===== src/rtl/txr_pkg.sv =====
package txr_pkg;
   localparam int SZ_W  = 4;
   localparam int IDX_W = SZ_W + 2;
   localparam int CNT_W = 13;

   localparam int FLG_OWN      = 7;
   localparam int FLG_NOCRC    = 6;
   localparam int FLG_BADCRC   = 5;
   localparam int FLG_FORCE_UR = 3;
   localparam int FLG_SKIP     = 2;
   localparam int FLG_HW_UR    = 0;

   localparam int RA_CTRL    = 0;
   localparam int RA_BASE_HI = 1;
   localparam int RA_BASE_LO = 2;
   localparam int RA_SIZE    = 3;
   localparam int RA_PROMPT  = 4;
   localparam int RA_ICLR    = 5;

   typedef enum logic [2:0] {
      S_IDLE, S_DESC0, S_DESC1, S_FETCH, S_SEND, S_WBACK
   } txr_state_e;
endpackage


===== src/rtl/txr_regs.sv =====
module txr_regs
   import txr_pkg::*;
#(
   parameter int REG_AW = 3,
   parameter int REG_DW = 16
) (
   input  logic              clk,
   input  logic              rst_n,
   input  logic              reg_wr,
   input  logic [REG_AW-1:0] reg_addr,
   input  logic [REG_DW-1:0] reg_wdata,
   input  logic              irq_set,
   input  logic              take_prompt,
   output logic              tx_en,
   output logic [5:0]        base_hi,
   output logic [15:0]       base_lo,
   output logic [SZ_W-1:0]   size_code,
   output logic              prompt_pend,
   output logic              irq
);
   logic wr_prompt, wr_iclr;
   assign wr_prompt = reg_wr && (reg_addr == REG_AW'(RA_PROMPT));
   assign wr_iclr   = reg_wr && (reg_addr == REG_AW'(RA_ICLR));

   always_ff @(posedge clk or negedge rst_n) begin
      if (!rst_n) begin
         tx_en       <= 1'b0;
         base_hi     <= '0;
         base_lo     <= '0;
         size_code   <= '0;
         prompt_pend <= 1'b0;
         irq         <= 1'b0;
      end else begin
         if (reg_wr && reg_addr == REG_AW'(RA_CTRL))    tx_en     <= reg_wdata[0];
         if (reg_wr && reg_addr == REG_AW'(RA_BASE_HI)) base_hi   <= reg_wdata[5:0];
         if (reg_wr && reg_addr == REG_AW'(RA_BASE_LO)) base_lo   <= reg_wdata[15:0];
         if (reg_wr && reg_addr == REG_AW'(RA_SIZE))    size_code <= reg_wdata[8 +: SZ_W];
         if (wr_prompt)        prompt_pend <= 1'b1;
         else if (take_prompt) prompt_pend <= 1'b0;
         if (irq_set)      irq <= 1'b1;
         else if (wr_iclr) irq <= 1'b0;
      end
   end
endmodule


===== src/rtl/txr_ring_ptr.sv =====
module txr_ring_ptr
   import txr_pkg::*;
(
   input  logic             clk,
   input  logic             rst_n,
   input  logic             tx_en,
   input  logic             idle,
   input  logic             advance,
   input  logic [SZ_W-1:0]  size_code,
   input  logic [5:0]       base_hi,
   input  logic [15:0]      base_lo,
   output logic [IDX_W-1:0] ring_idx,
   output logic [31:0]      desc_addr
);
   localparam logic [31:0] TX_OFFSET = 32'd512;
   logic [IDX_W-1:0] last_idx;
   assign last_idx  = {size_code, 2'b11};
   assign desc_addr = {base_hi, base_lo, 10'b0} + TX_OFFSET + 32'({ring_idx, 3'b000});

   always_ff @(posedge clk or negedge rst_n) begin
      if (!rst_n)
         ring_idx <= '0;
      else if (advance)
         ring_idx <= (!tx_en || ring_idx >= last_idx) ? '0 : ring_idx + 1'b1;
      else if (idle && !tx_en)
         ring_idx <= '0;
   end
endmodule


===== src/rtl/txr_underrun.sv =====
module txr_underrun #(
   parameter int LIM = 6
) (
   input  logic clk,
   input  logic rst_n,
   input  logic clear,
   input  logic stall,
   output logic hit
);
   localparam int CW = (LIM < 1) ? 1 : $clog2(LIM + 1);

   generate
      if (LIM == 0) begin : g_off
         logic unused_in;
         assign unused_in = clk ^ rst_n ^ clear ^ stall;
         assign hit = 1'b0;
      end else begin : g_watch
         logic [CW-1:0] cnt;
         logic          hit_q;
         always_ff @(posedge clk or negedge rst_n) begin
            if (!rst_n) begin
               cnt   <= '0;
               hit_q <= 1'b0;
            end else if (clear) begin
               cnt   <= '0;
               hit_q <= 1'b0;
            end else if (stall) begin
               if (cnt == CW'(LIM - 1)) hit_q <= 1'b1;
               if (cnt != CW'(LIM))     cnt   <= cnt + 1'b1;
            end else begin
               cnt <= '0;
            end
         end
         assign hit = hit_q;
      end
   endgenerate
endmodule


===== src/rtl/txr_engine.sv =====
module txr_engine
   import txr_pkg::*;
#(
   parameter int UNDER_LIM = 6,
   parameter int REG_AW    = 3,
   parameter int REG_DW    = 16
) (
   input  logic              clk,
   input  logic              rst_n,
   input  logic              reg_wr,
   input  logic [REG_AW-1:0] reg_addr,
   input  logic [REG_DW-1:0] reg_wdata,
   output logic              mem_req,
   output logic              mem_we,
   output logic [31:0]       mem_addr,
   output logic [31:0]       mem_wdata,
   output logic [3:0]        mem_be,
   input  logic              mem_ack,
   input  logic [31:0]       mem_rdata,
   output logic              out_valid,
   output logic [7:0]        out_data,
   output logic              out_last,
   output logic              out_nocrc,
   output logic              out_badcrc,
   output logic              out_abort,
   input  logic              out_ready,
   output logic              tx_active,
   output logic [IDX_W-1:0]  ring_idx,
   output logic              irq
);
   initial begin
      if (REG_AW < 3)       $error("txr_engine: REG_AW must be at least 3");
      if (REG_DW < 16)      $error("txr_engine: REG_DW must be at least 16");
      if (UNDER_LIM > 255)  $error("txr_engine: UNDER_LIM out of range");
   end

   txr_state_e       state;
   logic             tx_en, prompt_pend, take_prompt, done_wb;
   logic             ur_hit, ur_clear, ur_stall, started;
   logic [5:0]       base_hi;
   logic [15:0]      base_lo;
   logic [SZ_W-1:0]  size_code;
   logic [31:0]      desc_addr, cur_addr, word_q;
   logic [CNT_W-1:0] left;
   logic [7:0]       flags, wb_flags;
   logic             unused_bits;

   assign unused_bits = ^mem_rdata[23:CNT_W];

   txr_regs #(.REG_AW(REG_AW), .REG_DW(REG_DW)) u_regs (
      .clk(clk), .rst_n(rst_n), .reg_wr(reg_wr), .reg_addr(reg_addr),
      .reg_wdata(reg_wdata), .irq_set(done_wb), .take_prompt(take_prompt),
      .tx_en(tx_en), .base_hi(base_hi), .base_lo(base_lo),
      .size_code(size_code), .prompt_pend(prompt_pend), .irq(irq)
   );

   txr_ring_ptr u_ptr (
      .clk(clk), .rst_n(rst_n), .tx_en(tx_en), .idle(state == S_IDLE),
      .advance(done_wb), .size_code(size_code), .base_hi(base_hi),
      .base_lo(base_lo), .ring_idx(ring_idx), .desc_addr(desc_addr)
   );

   txr_underrun #(.LIM(UNDER_LIM)) u_ur (
      .clk(clk), .rst_n(rst_n), .clear(ur_clear), .stall(ur_stall), .hit(ur_hit)
   );

   assign take_prompt = (state == S_IDLE) && tx_en && prompt_pend;
   assign done_wb     = (state == S_WBACK) && mem_ack;
   assign ur_clear    = (state == S_DESC1);
   assign ur_stall    = started && out_ready && (state == S_FETCH);
   assign tx_active   = (state != S_IDLE);

   always_ff @(posedge clk or negedge rst_n) begin
      if (!rst_n) begin
         state    <= S_IDLE;
         left     <= '0;
         flags    <= '0;
         cur_addr <= '0;
         word_q   <= '0;
         started  <= 1'b0;
      end else begin
         case (state)
            S_IDLE:  if (take_prompt) state <= S_DESC0;
            S_DESC0: if (mem_ack) begin
               if (mem_rdata[24 + FLG_OWN]) begin
                  flags <= mem_rdata[31:24];
                  left  <= mem_rdata[CNT_W-1:0];
                  state <= S_DESC1;
               end else begin
                  state <= S_IDLE;
               end
            end
            S_DESC1: if (mem_ack) begin
               cur_addr <= mem_rdata;
               started  <= 1'b0;
               state    <= (flags[FLG_SKIP] || left == '0) ? S_WBACK : S_FETCH;
            end
            S_FETCH: if (mem_ack) begin
               word_q <= mem_rdata;
               state  <= S_SEND;
            end
            S_SEND: if (out_ready) begin
               left     <= left - 1'b1;
               cur_addr <= cur_addr + 32'd1;
               started  <= 1'b1;
               if (left == CNT_W'(1))            state <= S_WBACK;
               else if (cur_addr[1:0] == 2'b11)  state <= S_FETCH;
            end
            S_WBACK: if (mem_ack) state <= tx_en ? S_DESC0 : S_IDLE;
            default: state <= S_IDLE;
         endcase
      end
   end

   always_comb begin
      wb_flags = flags;
      wb_flags[FLG_OWN] = 1'b0;
      if (ur_hit) wb_flags[FLG_HW_UR] = 1'b1;
   end

   always_comb begin
      mem_req  = 1'b0;
      mem_we   = 1'b0;
      mem_addr = desc_addr;
      mem_be   = 4'b1111;
      case (state)
         S_DESC0: mem_req = 1'b1;
         S_DESC1: begin
            mem_req  = 1'b1;
            mem_addr = desc_addr + 32'd4;
         end
         S_FETCH: begin
            mem_req  = 1'b1;
            mem_addr = {cur_addr[31:2], 2'b00};
         end
         S_WBACK: begin
            mem_req = 1'b1;
            mem_we  = 1'b1;
            mem_be  = 4'b1000;
         end
         default: ;
      endcase
   end
   assign mem_wdata = {wb_flags, 24'h0};

   always_comb begin
      case (cur_addr[1:0])
         2'd0:    out_data = word_q[7:0];
         2'd1:    out_data = word_q[15:8];
         2'd2:    out_data = word_q[23:16];
         default: out_data = word_q[31:24];
      endcase
   end

   assign out_valid  = (state == S_SEND);
   assign out_last   = out_valid && (left == CNT_W'(1));
   assign out_nocrc  = out_valid && flags[FLG_NOCRC];
   assign out_badcrc = out_valid && flags[FLG_BADCRC];
   assign out_abort  = out_valid && flags[FLG_FORCE_UR];
endmodule


===== config.mk =====
export PLATFORM = sky130hd
export DESIGN_NAME = txr_engine
export DESIGN_NICKNAME = d
export VERILOG_FILES = /design/src/rtl/txr_pkg.sv /design/src/rtl/txr_regs.sv /design/src/rtl/txr_ring_ptr.sv /design/src/rtl/txr_underrun.sv /design/src/rtl/txr_engine.sv
export SDC_FILE = /design/constraint.sdc
export NUM_CORES = 1
export LEC_CHECK = 0
export BUFFER_PORTS_ARGS = -buffer_cell sky130_fd_sc_hd__buf_2
export CAP_MARGIN = 10
export CORE_MARGIN = 2
export CORE_UTILIZATION = 40
export CTS_BUF_LIST = sky130_fd_sc_hd__clkbuf_4 sky130_fd_sc_hd__clkbuf_8 sky130_fd_sc_hd__clkbuf_16
export CTS_CLUSTER_SIZE = 8
export DETAILED_ROUTE_END_ITERATION = 12
export HOLD_SLACK_MARGIN = 0.05
export SYNTH_ARGS = -nofsm -noshare
export SYNTH_HDL_FRONTEND = slang
export SYNTH_SLANG_ARGS = --single-unit

===== constraint.sdc =====
create_clock -name clk -period 6.77 [get_ports clk]
set_clock_uncertainty 0.2 [all_clocks]
set_input_delay 0.3385 -clock clk [delete_from_list [all_inputs] [get_ports clk]]
set_output_delay 0.3385 -clock clk [all_outputs]
set_load 0.03 [all_outputs]

==> impl_metrics.yaml <==
run_status:
  outcome: "finished clean"
detailed_routing:
  drt-total-wl_mm: 21.2
  ant_nets: 0
  drcViolationCount: 0
  drt_first_pass_iters: 5
  via_count: 6408
  wirelength_per_cell_um: 18.2
  number_of_vias_per_cell: 5.52
  detail_route.iter0.violations: 598
sta:
  tightest_slew_ns: 0.971
  number_of_endpoints_with_negative_hold_slack_in_the_final_report: 0
  final-setup-viol-count: 0
  final_min_period_ns: 3.72
  worst_slew_margin_rel: 0.347
  setup_tns_ns: 0
  maxSlewViolCount: 0
  fin_crit_sh: 0.550
  maxClockFrequency_mhz: 269
  crit_path_setup_slack_layout_ns: 3.05
  rsz0062_at_grt: "false"
layout:
  final-seq-area_mm2: 0.00318
  fill_cells: 1692
  syn_to_final_growth_pct: 22.3
  area_of_combinational_cells_with_multiple_inputs_mm2: 0.00375
  finished_core_util: 0.500
  layout-drive-gt1-share: 0.258
  n_antenna_cell: 0
  finish.net_count: 992
  post_layout_nonfiller_instances: 1161
placed_design:
  placed_cells_incl_taps: 1081
  gp_congestion: 0.860
  detailedPlace.worstSlack_ns: 3.07
  dp_hpwl_mm: 14.9
  numPortBuffers: 118
global_route:
  antenna_found_initial: 0
  track_usage: 0.221
  globalRouteOverflowTotal: 0
  largest_net_degree_at_the_start_of_global_routing: 75
  grt_first_pass_wirelength_mm: 33.9
  number_of_global_route_vias_before_repair: 6015
setup_path:
  data_required_critical_path_ns: 6.88
  crit_path_start_kind: "flop"
  crit_fanout: 47
  timing.critical_path.to_type: "flop"
  worst_ep_arrival_time_ns: 3.83
  reg2reg_slack_ns: 3.05
  setup.worst_path.class: "reg2reg"
die:
  io-pin-count: 147
  core.rowCount: 49
  floorplan.core_area_mm2: 0.0180
  die_h_um: 140
  initial_core_util: 0.409
  fp.dieArea_mm2: 0.0195
  die_x_um: 140
logic_synthesis:
  ys_types: 63
  synthesis.yosys.warnings: 0
  ys_dominant_reg_cell: "dfrtp_1"
  syn_inst: 782
  post_synth_instance_area_mm2: 0.00737
  synth.avg_cell_area_um2: 9.43
  proportion_of_register_bits_with_asynchronous_set_or_reset_after_synthesis: 1.00
  synth_enable_flop_cells: 0
  ys_ff_latch: 127
  seq_area_frac_synth: 0.431
power_and_ir_drop:
  worst_case_vdd_ir_drop_mv: 0.332
  p_per_area_mw_per_mm2: 404
  comb_power_share: 0.373
  cell_internal_pwr_w: 0.00214
  pwr-share-clk: 0.247
  reg_power_frac: 0.380
  switching_power_w: 0.00150
  leakage_nw: 4.18
  switching_share: 0.411
worst_hold_path:
  hold_path_class: "in2reg"
cts:
  ctsLongestPathBuffers: 2
  ctsHtreeMaxLevel: 4
  tritoncts: "done"
  cts_setup_buffers: 0
  path_clk_slew_ns: 0.06
  numClockSinks: 127
  clock_tree.root_cell: "clkbuf_16"
  cts_buffers: 17
  worst_skew_pair.late_latency_ns: 0.43
flow_run:
  max_cap_viol_count: 0
## cell usage after synthesis, types with 3 or more instances
| library cell | n | area, µm² |
|---|---|---|
| xnor2_1 | 3 | 26.3 |
| a222oi_1 | 8 | 80.1 |
| ha_1 | 16 | 200 |
| o22a_1 | 11 | 96.3 |
| dfrtp_1 | 127 | 3180 |
| nor3_1 | 18 | 90.1 |
| nand3_1 | 20 | 100 |
| a31oi_1 | 19 | 119 |
| nor2b_1 | 4 | 25.0 |
| nor2_1 | 43 | 161 |
| mux2_2 | 69 | 777 |
| nand4b_1 | 4 | 35.0 |
| a32oi_1 | 7 | 61.3 |
| o211ai_1 | 4 | 30.0 |
| buf_4 | 37 | 278 |
| or3_1 | 5 | 31.3 |
| nand2b_1 | 12 | 75.1 |
| and4_1 | 4 | 35.0 |
| nand4_1 | 3 | 18.8 |
| a22o_1 | 4 | 35.0 |
| o21a_1 | 7 | 52.6 |
| clkbuf_1 | 25 | 93.8 |
| inv_1 | 25 | 93.8 |
| nor4_1 | 4 | 25.0 |
| a21o_1 | 5 | 37.5 |
| nand2_1 | 127 | 477 |
| buf_2 | 17 | 85.1 |
| o22ai_1 | 7 | 43.8 |
| and2_1 | 6 | 37.5 |
| or4_1 | 6 | 45.0 |
| a22oi_1 | 8 | 60.1 |
| a21oi_1 | 37 | 185 |
| and3_1 | 9 | 56.3 |
| mux2i_1 | 12 | 120 |
| o21ai_0 | 31 | 155 |
## timing repair
| item | CTS | global route |
|---|---|---|
| hold buffers | 49 | 0 |
| endpoints found under the hold margin | 128 | 0 |
| resized for setup | 0 | 0 |
## path summary, 6_finish.rpt
kind	startpoint	to	cells after the start
min in group asynchronous	rst_n	u_regs.size_code[0]	2
worst min-delay path	reg_addr[0]	u_regs.irq	4
max in group asynchronous	rst_n	word_q[25]	3
worst max-delay path	state[2]	cur_addr[17]	6
worst min register to register	flags[1]	flags[1]	1
worst max register to register	state[2]	cur_addr[17]	6
## logic make-up (layout without fill, tap and decap cells)
logic type                 Yosys count  count (layout)  share of synthesized area
muxes                               81              81                      0.122
and+or+nand+nor                    280             280                      0.188
DFF                                127             127                      0.431
xor gates and xnor gates             3               3                    0.00356
buffers and inverters              107             231                     0.0762
adders and majority gates           16              16                     0.0272
AOI/OAI and AO/OA                  166             166                      0.151
other                                2              28                    0.00102
## worst max-delay path, stage by stage, from the launching register on
cell and delay [ns]:
dfrtp_1 0.64, or3b_1 0.43, inv_2 0.60, nand2_1 0.62, nand2_1 0.65, nand3_1 0.14, o311a_1 0.31
## power by group through the flow
stage | combinational (W) | clock (W) | sequential [W]
finish | 0.00136 | 0.000899 | 0.00138
global placement | 0.00132 | 0 | 0.00138
CTS | 0.00137 | 0.000914 | 0.00138
floorplan | 0.00108 | 0 | 0.00126
global route | 0.00149 | 0.000942 | 0.00143
detailed placement | 0.00134 | 0 | 0.00139
## per-stage QoR
stage | cell area [µm²] | power, W | hold slack, ns
after floorplan | 7470 | 0.00234 | -0.157
after global placement | 7950 | 0.00270 | 0.249
after detailed placement | 7950 | 0.00273 | 0.248
after CTS | 9020 | 0.00366 | 0.0574
after global routing | 9020 | 0.00386 | 0.0633
final | 9020 | 0.00364 | 0.0808
## per-layer routing
layer,vias to the layer above,GRT usage,routed length (µm)
li1,3030,-,-
met1,3090,0.331,10100
met2,271,0.327,9330
met3,17,0.0471,1550
met4,0,0.0537,197
met5,-,0,0
## cells in the final DEF (no fill, tap or decap), types with 16 or more instances in the layout
cell type      instances
nand2_1              127
dfrtp_1              127
buf_2                117
mux2_2                69
dlygate4sd3_1         49
nor2_1                43
a21oi_1               37
o21ai_0               31
conb_1                28
inv_1                 25
nand3_1               20
a31oi_1               19
nor3_1                18
clkbuf_16             17
ha_1                  16
## sequential cells by signal, summed over array words and instances, names as in the netlist, 4 cells and up
register and cells:
u_regs.size_code 4, flags 7, u_regs.base_hi 6, cur_addr 32
u_regs.base_lo 16, word_q 32, left 13, u_ptr.ring_idx 6
## final cells by class
class | instances | area share
clock buffers | 21 | 0.0505
clock inverters | 10 | 0.0129
inverters | 26 | 0.0108
multi-input cells | 574 | 0.415
flip-flops and latches | 127 | 0.352
well taps | 229 | 0.0318
repair buffers | 174 | 0.126
(Power assumes the default switching activity.)
